--- src/rtl/mgmt_pkg.sv ---
package mgmt_pkg;

  typedef enum logic [1:0] {
    POL_RW  = 2'd0,
    POL_WO  = 2'd1,
    POL_W1C = 2'd2,
    POL_RO  = 2'd3
  } acc_pol_e;

  localparam int DATA_W   = 32;
  localparam int PHY_W    = 16;
  localparam int REGNUM_W = 5;

  // bus word offsets
  localparam int OFF_CMD  = 0;
  localparam int OFF_ADDR = 1;
  localparam int OFF_WDAT = 2;
  localparam int OFF_RDAT = 3;

  localparam int          CMD_RD_BIT = 0;
  localparam logic [31:0] ADDR_KEEP  = 32'h0000_1F1F;

  // modelled PHY register file
  localparam logic [REGNUM_W-1:0] PHY_REG_CTRL = 5'd0;
  localparam logic [REGNUM_W-1:0] PHY_REG_STAT = 5'd1;
  localparam logic [REGNUM_W-1:0] PHY_REG_T2   = 5'd10;
  localparam logic [PHY_W-1:0]    T2_VALUE     = 16'h1800;
  localparam logic [PHY_W-1:0]    CTRL_CLRMASK = 16'h8100;
  localparam logic [PHY_W-1:0]    CTRL_RESET   = 16'h1140;
  localparam logic [PHY_W-1:0]    STAT_BASE    = 16'h7809;
  localparam int                  LINK_BIT     = 2;

  function automatic acc_pol_e gen_policy(input int idx);
    case (idx % 4)
      0:       return POL_RW;
      1:       return POL_WO;
      2:       return POL_W1C;
      default: return POL_RO;
    endcase
  endfunction

endpackage

--- src/rtl/mgmt_rst_sync.sv ---
module mgmt_rst_sync (
  input  logic clk,
  input  logic rst_n,
  output logic rst_sync_n
);
  logic [1:0] sync_q;

  always_ff @(posedge clk or negedge rst_n) begin
    if (!rst_n) sync_q <= 2'b00;
    else        sync_q <= {sync_q[0], 1'b1};
  end

  assign rst_sync_n = sync_q[1];
endmodule

--- src/rtl/mgmt_gen_reg.sv ---
module mgmt_gen_reg
  import mgmt_pkg::*;
#(
  parameter acc_pol_e    POLICY = POL_RW,
  parameter logic [31:0] INIT   = 32'h0
) (
  input  logic        clk,
  input  logic        rst_n,
  input  logic        we,
  input  logic [31:0] wdata,
  output logic [31:0] rdata
);
  logic [31:0] val_q, val_d;

  always_comb begin
    val_d = val_q;
    if (we) begin
      case (POLICY)
        POL_RW, POL_WO: val_d = wdata;
        POL_W1C:        val_d = val_q & ~wdata;
        default:        val_d = val_q;
      endcase
    end
  end

  always_ff @(posedge clk or negedge rst_n) begin
    if (!rst_n)  val_q <= INIT;
    else if (we) val_q <= val_d;
  end

  assign rdata = (POLICY == POL_WO) ? 32'h0 : val_q;
endmodule

--- src/rtl/mgmt_phy_model.sv ---
module mgmt_phy_model
  import mgmt_pkg::*;
(
  input  logic                clk,
  input  logic                rst_n,
  input  logic                link_up,
  input  logic                wr_go,
  input  logic [REGNUM_W-1:0] regnum,
  input  logic [PHY_W-1:0]    wr_data,
  output logic [PHY_W-1:0]    rd_data,
  output logic [PHY_W-1:0]    ctrl_o,
  output logic [PHY_W-1:0]    stat_o
);
  logic [PHY_W-1:0] ctrl_q, ctrl_d;
  logic             link_q;
  logic             ctrl_en;

  assign ctrl_en = wr_go && (regnum == PHY_REG_CTRL);

  always_comb begin
    ctrl_d = ctrl_q;
    if (ctrl_en) ctrl_d = wr_data & ~CTRL_CLRMASK;
  end

  always_ff @(posedge clk or negedge rst_n) begin
    if (!rst_n)       ctrl_q <= CTRL_RESET;
    else if (ctrl_en) ctrl_q <= ctrl_d;
  end

  always_ff @(posedge clk or negedge rst_n) begin
    if (!rst_n) link_q <= 1'b0;
    else        link_q <= link_up;
  end

  always_comb begin
    stat_o           = STAT_BASE;
    stat_o[LINK_BIT] = link_q;
  end

  always_comb begin
    case (regnum)
      PHY_REG_CTRL: rd_data = ctrl_q;
      PHY_REG_STAT: rd_data = stat_o;
      PHY_REG_T2:   rd_data = T2_VALUE;
      default:      rd_data = '0;
    endcase
  end

  assign ctrl_o = ctrl_q;
endmodule

--- src/rtl/mgmt_frontend.sv ---
module mgmt_frontend
  import mgmt_pkg::*;
#(
  parameter int          ADDR_W   = 4,
  parameter int          GEN_BASE = 4,
  parameter int          NUM_GEN  = 4,
  parameter logic [31:0] W1C_INIT = 32'h0000_00FF,
  parameter logic [31:0] RO_VALUE = 32'h0001_0001
) (
  input  logic              clk,
  input  logic              rst_n,
  input  logic [ADDR_W-1:0] bus_addr,
  input  logic              bus_we,
  input  logic [31:0]       bus_wdata,
  output logic [31:0]       bus_rdata,
  input  logic              link_up
);
  logic rst_core_n;

  mgmt_rst_sync u_rst (
    .clk        (clk),
    .rst_n      (rst_n),
    .rst_sync_n (rst_core_n)
  );

  // write decode
  logic cmd_wr, addr_wr, wdat_wr;
  assign cmd_wr  = bus_we && (bus_addr == ADDR_W'(OFF_CMD));
  assign addr_wr = bus_we && (bus_addr == ADDR_W'(OFF_ADDR));
  assign wdat_wr = bus_we && (bus_addr == ADDR_W'(OFF_WDAT));

  logic [31:0]      cmd_q, cmd_d;
  logic [31:0]      addr_q, addr_d;
  logic [PHY_W-1:0] wdat_q, wdat_d;
  logic [PHY_W-1:0] rdat_q, rdat_d;
  logic             rd_go;
  logic [PHY_W-1:0] phy_rd, phy_ctrl, phy_stat;

  assign rd_go = cmd_wr && bus_wdata[CMD_RD_BIT] && !cmd_q[CMD_RD_BIT];

  always_comb begin
    cmd_d  = bus_wdata;
    addr_d = bus_wdata & ADDR_KEEP;
    wdat_d = bus_wdata[PHY_W-1:0];
    rdat_d = phy_rd;
  end

  always_ff @(posedge clk or negedge rst_core_n) begin
    if (!rst_core_n) begin
      cmd_q  <= '0;
      addr_q <= '0;
      wdat_q <= '0;
      rdat_q <= '0;
    end else begin
      if (cmd_wr)  cmd_q  <= cmd_d;
      if (addr_wr) addr_q <= addr_d;
      if (wdat_wr) wdat_q <= wdat_d;
      if (rd_go)   rdat_q <= rdat_d;
    end
  end

  mgmt_phy_model u_phy (
    .clk     (clk),
    .rst_n   (rst_core_n),
    .link_up (link_up),
    .wr_go   (wdat_wr),
    .regnum  (addr_q[REGNUM_W-1:0]),
    .wr_data (bus_wdata[PHY_W-1:0]),
    .rd_data (phy_rd),
    .ctrl_o  (phy_ctrl),
    .stat_o  (phy_stat)
  );

  // general-purpose register bank
  logic [31:0] gen_rd [NUM_GEN];

  for (genvar gi = 0; gi < NUM_GEN; gi++) begin : g_gen
    localparam acc_pol_e    POL = gen_policy(gi);
    localparam logic [31:0] INI = (POL == POL_W1C) ? W1C_INIT :
                                  (POL == POL_RO)  ? RO_VALUE : 32'h0;
    logic we_i;
    assign we_i = bus_we && (bus_addr == ADDR_W'(GEN_BASE + gi));
    mgmt_gen_reg #(.POLICY(POL), .INIT(INI)) u_reg (
      .clk   (clk),
      .rst_n (rst_core_n),
      .we    (we_i),
      .wdata (bus_wdata),
      .rdata (gen_rd[gi])
    );
  end

  // read mux
  always_comb begin
    bus_rdata = '0;
    case (bus_addr)
      ADDR_W'(OFF_CMD):  bus_rdata = cmd_q;
      ADDR_W'(OFF_ADDR): bus_rdata = addr_q;
      ADDR_W'(OFF_WDAT): bus_rdata = {16'h0, wdat_q};
      ADDR_W'(OFF_RDAT): bus_rdata = {16'h0, rdat_q};
      default: begin
        for (int i = 0; i < NUM_GEN; i++)
          if (bus_addr == ADDR_W'(GEN_BASE + i)) bus_rdata = gen_rd[i];
      end
    endcase
  end
endmodule

--- config.mk ---
export PLATFORM = sky130hd
export DESIGN_NAME = mgmt_frontend
export DESIGN_NICKNAME = d
export VERILOG_FILES = /design/src/rtl/mgmt_pkg.sv /design/src/rtl/mgmt_rst_sync.sv /design/src/rtl/mgmt_gen_reg.sv /design/src/rtl/mgmt_phy_model.sv /design/src/rtl/mgmt_frontend.sv
export SDC_FILE = /design/constraint.sdc
export NUM_CORES = 1
export LEC_CHECK = 0
export BUFFER_PORTS_ARGS = -buffer_cell sky130_fd_sc_hd__buf_4
export CAP_MARGIN = 20
export CORE_MARGIN = 5
export CORE_UTILIZATION = 45
export CTS_CLUSTER_DIAMETER = 100
export DETAILED_ROUTE_END_ITERATION = 12
export PLACE_DENSITY = 0.66
export SYNTH_ARGS = -nofsm -noshare
export SYNTH_HDL_FRONTEND = slang
export SYNTH_SLANG_ARGS = --single-unit
--- constraint.sdc ---
create_clock -name clk -period 5.55 [get_ports clk]
set_clock_uncertainty 0.15 [all_clocks]
set_input_delay 1.11 -clock clk [delete_from_list [all_inputs] [get_ports clk]]
set_output_delay 1.11 -clock clk [all_outputs]
set_load 0.1 [all_outputs]
==> results of run 1 <==
==> worst max path at each step <==
stage	depth (start not counted)	to	start
floorplan	4	bus_rdata[10]	bus_addr[1]
global placement	6	bus_rdata[16]	bus_addr[1]
detailed placement	6	bus_rdata[16]	bus_addr[1]
CTS	6	bus_rdata[16]	bus_addr[1]
global route	6	bus_rdata[23]	bus_addr[1]
finish	6	bus_rdata[28]	bus_addr[1]
==> stage by stage <==
stage               area [sq um]  hold slack, ns  setup WS (ns)
floorplan                   6800           0.181          0.320
global placement            7490           0.190           1.46
detailed placement          7490           0.192           1.38
CTS                         8060           0.207           1.38
global route                8070           0.227           1.21
finish                      8070           0.205           1.41
==> power groups by stage <==
stage | combinational, mW | sequential [mW] | clock [mW]
finish | 0.508 | 1.45 | 1.11
global route | 0.552 | 1.47 | 1.18
CTS | 0.514 | 1.45 | 1.13
detailed placement | 0.512 | 1.46 | 0
global placement | 0.495 | 1.45 | 0
floorplan | 0.398 | 1.43 | 0
==> layout by cell type (no fill, tap or decap), types with 3 or more instances in the layout <==
| cell | count |
|---|---|
| a21boi_0 | 32 |
| a21oi_1 | 3 |
| a222oi_1 | 15 |
| a22o_1 | 8 |
| a22oi_1 | 3 |
| a2bb2oi_1 | 3 |
| buf_4 | 79 |
| clkbuf_16 | 17 |
| clkinv_4 | 4 |
| clkinvlp_4 | 5 |
| dfrtp_1 | 143 |
| dfstp_2 | 11 |
| inv_1 | 15 |
| inv_6 | 4 |
| mux2_2 | 104 |
| mux2i_1 | 38 |
| nand2_1 | 5 |
| nand2b_1 | 3 |
| nand3b_1 | 4 |
| nor2_1 | 5 |
| nor2b_1 | 3 |
| nor4_4 | 3 |
| o21ai_0 | 25 |
| o22a_1 | 9 |
| o22ai_1 | 4 |
==> flip-flops by register name (all words and copies together), names as in the netlist <==
| register | cells |
|---|---|
| addr_q | 10 |
| cmd_q | 32 |
| u_rst.sync_q | 2 |
| rdat_q | 15 |
| u_phy.ctrl_o | 15 |
| wdat_q | 16 |
| g_gen.u_reg.rdata | 64 |
| u_phy.link_q | 1 |
==> layer usage <==
layer / track usage [%] / up-vias / wire, um
met2: 28.5 / 107 / 7030
met5: 0 / - / 0
li1: - / 1977 / -
met1: 24.3 / 2266 / 7070
met3: 5.70 / 25 / 889
met4: 7.04 / 0 / 286
==> worst register-to-register path, cell delays in order (launching register included) <==
cell and delay [ns]:
dfrtp_1 0.44, or4_4 0.62, nor4_4 0.50, buf_6 0.24, mux2_2 0.34
==> layout make-up <==
type | instances | area share [%]
clock buffer | 17 | 5.27
sequential | 155 | 48.3
tap | 188 | 2.91
timing repair buffer | 80 | 7.49
multi-input combinational | 293 | 33.6
clock inverter | 15 | 1.77
inverter | 15 | 0.698
==> cells by family (layout without fill, tap and decap cells) <==
family	count (synthesis)	count (layout)
buf+inv	46	127
simple gates	41	41
flops	155	155
mux	143	143
other cells	1	1
compound gates	108	108
==> impl_metrics.py, run 1 <==
metrics = {
    "status": {
        "outcome": "finished clean",
    },
    "clock_network": {
        "postCtsHoldBufs": 0,
        "cts_tree": "built",
        "cts_setup_buffers": 0,
        "cts_buffers": 17,
        "numClockSinks": 155,
        "ctsLongestPathBuffers": 2,
        "path_clk_slew_ns": 0.06,
        "clk_latency_ns": 0.43,
        "postCtsResizedCells": 0,
        "clockRootBuffer": "clkbuf_16",
        "htreeDepth": 4,
    },
    "setup_path": {
        "crit_type": "input port to output pin",
        "rr_worst_depth": 4,
        "worst_ep_arrival_time_ns": 2.88,
        "crit_family": "buffers and inverters",
        "cp_cell_sequence": "buf_4 > nor4b_2 > buf_4 > a222oi_1 > inv_1 > buf_4",
        "critPathSlowestCell": "buf_4",
        "regToRegEndpoint": "u_phy.ctrl_o[2]",
        "crit_buf_inv": 4,
        "required_ns": 4.29,
        "crit_path_end_kind": "output pin",
        "slowest_delay_ns": 0.61,
        "r2r_start": "addr_q[3]",
        "crit_path_frequent_cell": "buf_4",
        "worstPathMaxFanout": 49,
        "worstSetupStartpointType": "input port",
        "r2r_slack_ns": 3.15,
    },
    "place": {
        "place_hpwl_um": 9770,
        "port_buffers": 71,
        "dp_cells": 730,
        "gp_congestion": 0.814,
    },
    "pwr": {
        "p_int_mw": 2.18,
        "pwr-share-seq_pct": 47.2,
        "p_sw_mw": 0.879,
        "vdd_drop_max_uv": 239,
        "leakage_nw": 3.71,
        "p_total_mw": 3.06,
        "clockPowerShare_pct": 36.2,
        "pwr_density_cell_mw_per_mm2": 379,
        "combPwrFrac_pct": 16.6,
        "switching_share_pct": 28.7,
    },
    "synthesis": {
        "synth.distinct_cells": 46,
        "synthAdderAreaFrac_pct": 0,
        "ys_ff_latch": 155,
        "async_flop_share_pct": 100,
        "netlist_top_cells_area": "dfrtp_1 (53%), mux2_2 (17%), mux2i_1 (5.6%)",
        "ys.flop_type": "dfrtp_1",
        "syn-num-nets": 534,
        "synthesis.instances": 494,
        "synth_enable_flop_cells": 0,
        "synthMuxAreaShare_pct": 23.2,
        "synth.avg_cell_area_sq_um": 13.8,
        "netlist_top_cells_count": "dfrtp_1 (144), mux2_2 (104), mux2i_1 (38)",
        "ys_warn_count": 0,
        "synth_top_area_share_pct": 53.0,
        "syn_area_sq_mm": 0.00679,
        "synth_area_leader_cell": "dfrtp_1",
        "synth_compound_area_share_pct": 11.8,
        "seq_area_frac_synth_pct": 57.3,
        "synth_most_common_cell": "dfrtp_1",
        "synth_xor_area_share_pct": 0,
        "yosys.area_share.simple_pct": 4.55,
        "synth_top_family_by_area": "multiplexers",
    },
    "routing": {
        "routed_wl_um": 15300,
        "wl_per_cell_um": 20.0,
        "antenna_left": 0,
        "drt-initial-drc-count": 305,
        "first_pass_iters": 5,
        "dr_total_vias": 4375,
        "drc": 0,
        "viasPerCell": 5.73,
    },
    "cells_and_area": {
        "multi_input_area_sq_mm": 0.00271,
        "n_antenna_cell": 0,
        "drive_above_1_share_pct": 41.7,
        "area_growth_pct": 18.8,
        "nets": 602,
        "utilization_pct": 53.9,
        "fill_cells": 1230,
        "final-instance-count-excl-fill": 763,
        "final-seq-area_sq_mm": 0.00390,
    },
    "job": {
        "drv_cap": 0,
    },
    "global_route": {
        "antenna_found_initial": 0,
        "grtUsageTotal_pct": 18.4,
        "grt_pass1_wl_um": 25400,
        "grt_overflow": 0,
        "grt_max_degree": 67,
        "grt_pass1_vias": 4743,
    },
    "floorplanning": {
        "rows": 45,
        "dieArea_sq_mm": 0.0177,
        "fp.coreArea_sq_mm": 0.0150,
        "die_h_um": 133,
        "die_x_um": 133,
        "initial_core_util_pct": 45.4,
        "io_pins": 72,
    },
    "timing": {
        "fmax_mhz": 242,
        "tightestPinTransition_ns": 1.05,
        "fin_crit_ns": 4.14,
        "drv_slew": 0,
        "final-hold-violation-count": 0,
        "rsz0062_at_grt": "no",
        "setup_tns_ns": 0,
        "setup_violations": 0,
        "relSlewSlack_pct": 29.2,
        "period_share_pct": 74.5,
    },
    "hold_path": {
        "worstHoldEndpoint": "u_rst.sync_q[1]",
        "min_path_type": "register to register",
        "worstHoldStart": "u_rst.sync_q[0]",
        "min_path_cells": 0,
    },
}
No activity file was read; power rests on OpenSTA's default activity.
==> inputs of run 2 (changes only) <==
Settings changed: PLACE_DENSITY 0.66 to 0.68.
Clock period 5.55 ns to 3.6 ns, I/O delays scaled along.
==> run 2 against run 1 <==
Net effect: worst setup slack worse by 1.1 ns; via count up 0.37%; critical path depth down 1; first-iteration DRC count increased by 10%; die area unchanged; cell count rose by 1.0%; register-to-register slack got worse by 1.6 ns; sequential share of layout area fell by 0.70 points; sequential power is 53% higher; critical path type unchanged; critical endpoint is now bus_rdata[11].
==> impl_metrics.py, run 2 (synthesis gave the netlist of run 1 again) <==
metrics = {
    "status": {
        "outcome": "finished clean",
    },
    "clock_network": {
        "ctsLongestPathBuffers": 2,
        "path_clk_slew_ns": 0.06,
        "postCtsResizedCells": 0,
        "clockRootBuffer": "clkbuf_16",
        "cts_tree": "built",
        "cts_buffers": 17,
        "numClockSinks": 155,
        "clk_latency_ns": 0.42,
        "htreeDepth": 4,
    },
    "global_route": {
        "grt_overflow": 0,
        "antenna_found_initial": 0,
        "grt_pass1_wl_um": 26000,
        "grtUsageTotal_pct": 18.8,
        "grt_pass1_vias": 4850,
        "grt_max_degree": 154,
    },
    "timing": {
        "final-hold-violation-count": 0,
        "fmax_mhz": 309,
        "rsz0062_at_grt": "no",
        "worst_slack_ns": 0.360,
        "period_share_pct": 90.0,
        "setup_violations": 0,
        "fin_crit_ns": 3.24,
        "drv_slew": 0,
        "relSlewSlack_pct": 30.5,
        "tightestPinTransition_ns": 1.03,
    },
    "pwr": {
        "p_sw_mw": 1.37,
        "clockPowerShare_pct": 36.0,
        "p_int_mw": 3.38,
        "pwr-share-seq_pct": 46.7,
        "pwr_density_cell_mw_per_mm2": 580,
        "switching_share_pct": 28.8,
        "vdd_drop_max_uv": 353,
        "combPwrFrac_pct": 17.3,
        "leakage_nw": 3.77,
    },
    "floorplanning": {
        "fp.coreArea_sq_mm": 0.0150,
        "rows": 45,
        "die_h_um": 133,
        "die_x_um": 133,
        "initial_core_util_pct": 45.4,
        "dieArea_sq_mm": 0.0177,
        "io_pins": 72,
    },
    "setup_path": {
        "rr_worst_depth": 4,
        "worstPathMaxFanout": 19,
        "worstSetupStartpointType": "input port",
        "crit_path_end_kind": "output pin",
        "crit_type": "input port to output pin",
        "worst_ep_arrival_time_ns": 2.37,
        "required_ns": 2.73,
    },
    "place": {
        "pre_cts_ws_ns": 0.346,
        "dp_cells": 738,
        "gp_congestion": 0.761,
        "port_buffers": 71,
        "place_hpwl_um": 10300,
    },
    "cells_and_area": {
        "final-instance-count-excl-fill": 771,
        "area_growth_pct": 20.6,
        "final_common_cell": "dfrtp_1",
        "nets": 610,
        "largest_reg_flops": 64,
        "final_cell_mix": "dfrtp_1 (143), mux2_2 (104), buf_4 (86)",
        "n_antenna_cell": 0,
        "drive_above_1_share_pct": 44.1,
        "utilization_pct": 54.7,
    },
    "routing": {
        "first_pass_iters": 5,
        "viasPerCell": 5.70,
        "routed_wl_um": 15700,
        "wl_per_cell_um": 20.4,
        "drt-initial-drc-count": 336,
        "drc": 0,
        "antenna_left": 0,
        "dr_total_vias": 4391,
    },
    "job": {
        "drv_cap": 0,
    },
    "hold_path": {
        "min_path_cells": 0,
        "min_path_type": "register to register",
    },
}
## run 2: cell types whose count changed in the layout (fill, tap and decap cells not counted), sizes merged
| cell | change |
|---|---|
| buf | +7 |
| clkbuf | +1 |
| clkinv | -3 |
| clkinvlp | -1 |
| dlygate4sd3 | +1 |
| inv | +3 |
## run 2: cell type report
cell class | count | area (sq um)
clock buffers | 18 | 429
well taps | 188 | 235
repair buffers | 88 | 676
flip-flops and latches | 155 | 3900
inverters | 15 | 56.3
clock inverters | 14 | 135
multi-input cells | 293 | 2760
fillers | 1258 | 6790
## run 2: through the flow
step	hold WS, ns	area [sq um]	setup TNS [ns]	power, mW
after CTS	0.212	8190	0	4.80
after detailed placement	0.198	7620	0	3.07
after global routing	0.227	8190	0	4.99
after global placement	0.189	7620	0	3.02
after floorplan	0.181	6860	-2.82	2.83
final	0.204	8190	0	4.75
## run 2: worst max-delay path, cell delays in order
cell	delay (ns)
buf_4	0.18
or3_1	0.72
o22a_1	0.32
o21ai_1	0.09
buf_4	0.32
## run 2: timing repair
action | 4_1_cts | 5_1_grt
endpoints found under the hold margin | 2 | 0
hold buffers | 1 | 0
buffers inserted | 0 | 0
setup endpoints to repair | 0 | 0
## run 2: power groups by stage
stage / clock network [mW] / logic (mW) / registers [mW]
floorplan: 0 / 0.627 / 2.21
global placement: 0 / 0.800 / 2.22
detailed placement: 0 / 0.826 / 2.25
CTS: 1.75 / 0.830 / 2.22
global route: 1.84 / 0.889 / 2.25
finish: 1.71 / 0.819 / 2.22
## run 2: path summary, 6_finish.rpt
check                                start                  endpoint  slack (ns)
max in group asynchronous  u_rst.sync_q[1]                 wdat_q[4]        2.38
min reg2reg                u_rst.sync_q[0]           u_rst.sync_q[1]        0.20
max reg2reg                      addr_q[3]          u_phy.ctrl_o[11]        1.54
max                            bus_addr[0]             bus_rdata[11]        0.36
min in group asynchronous  u_rst.sync_q[1]  g_gen[0].u_reg.rdata[26]        0.31
min                        u_rst.sync_q[0]           u_rst.sync_q[1]        0.20
## run 2: layer usage
layer / GRT usage [%] / vias to the layer above / part of all wire [%]
met5: 0 / - / 0
met3: 7.41 / 21 / 6.3
met4: 6.58 / 0 / 2.1
li1: - / 1989 / -
met2: 29.1 / 110 / 48
met1: 23.9 / 2271 / 44
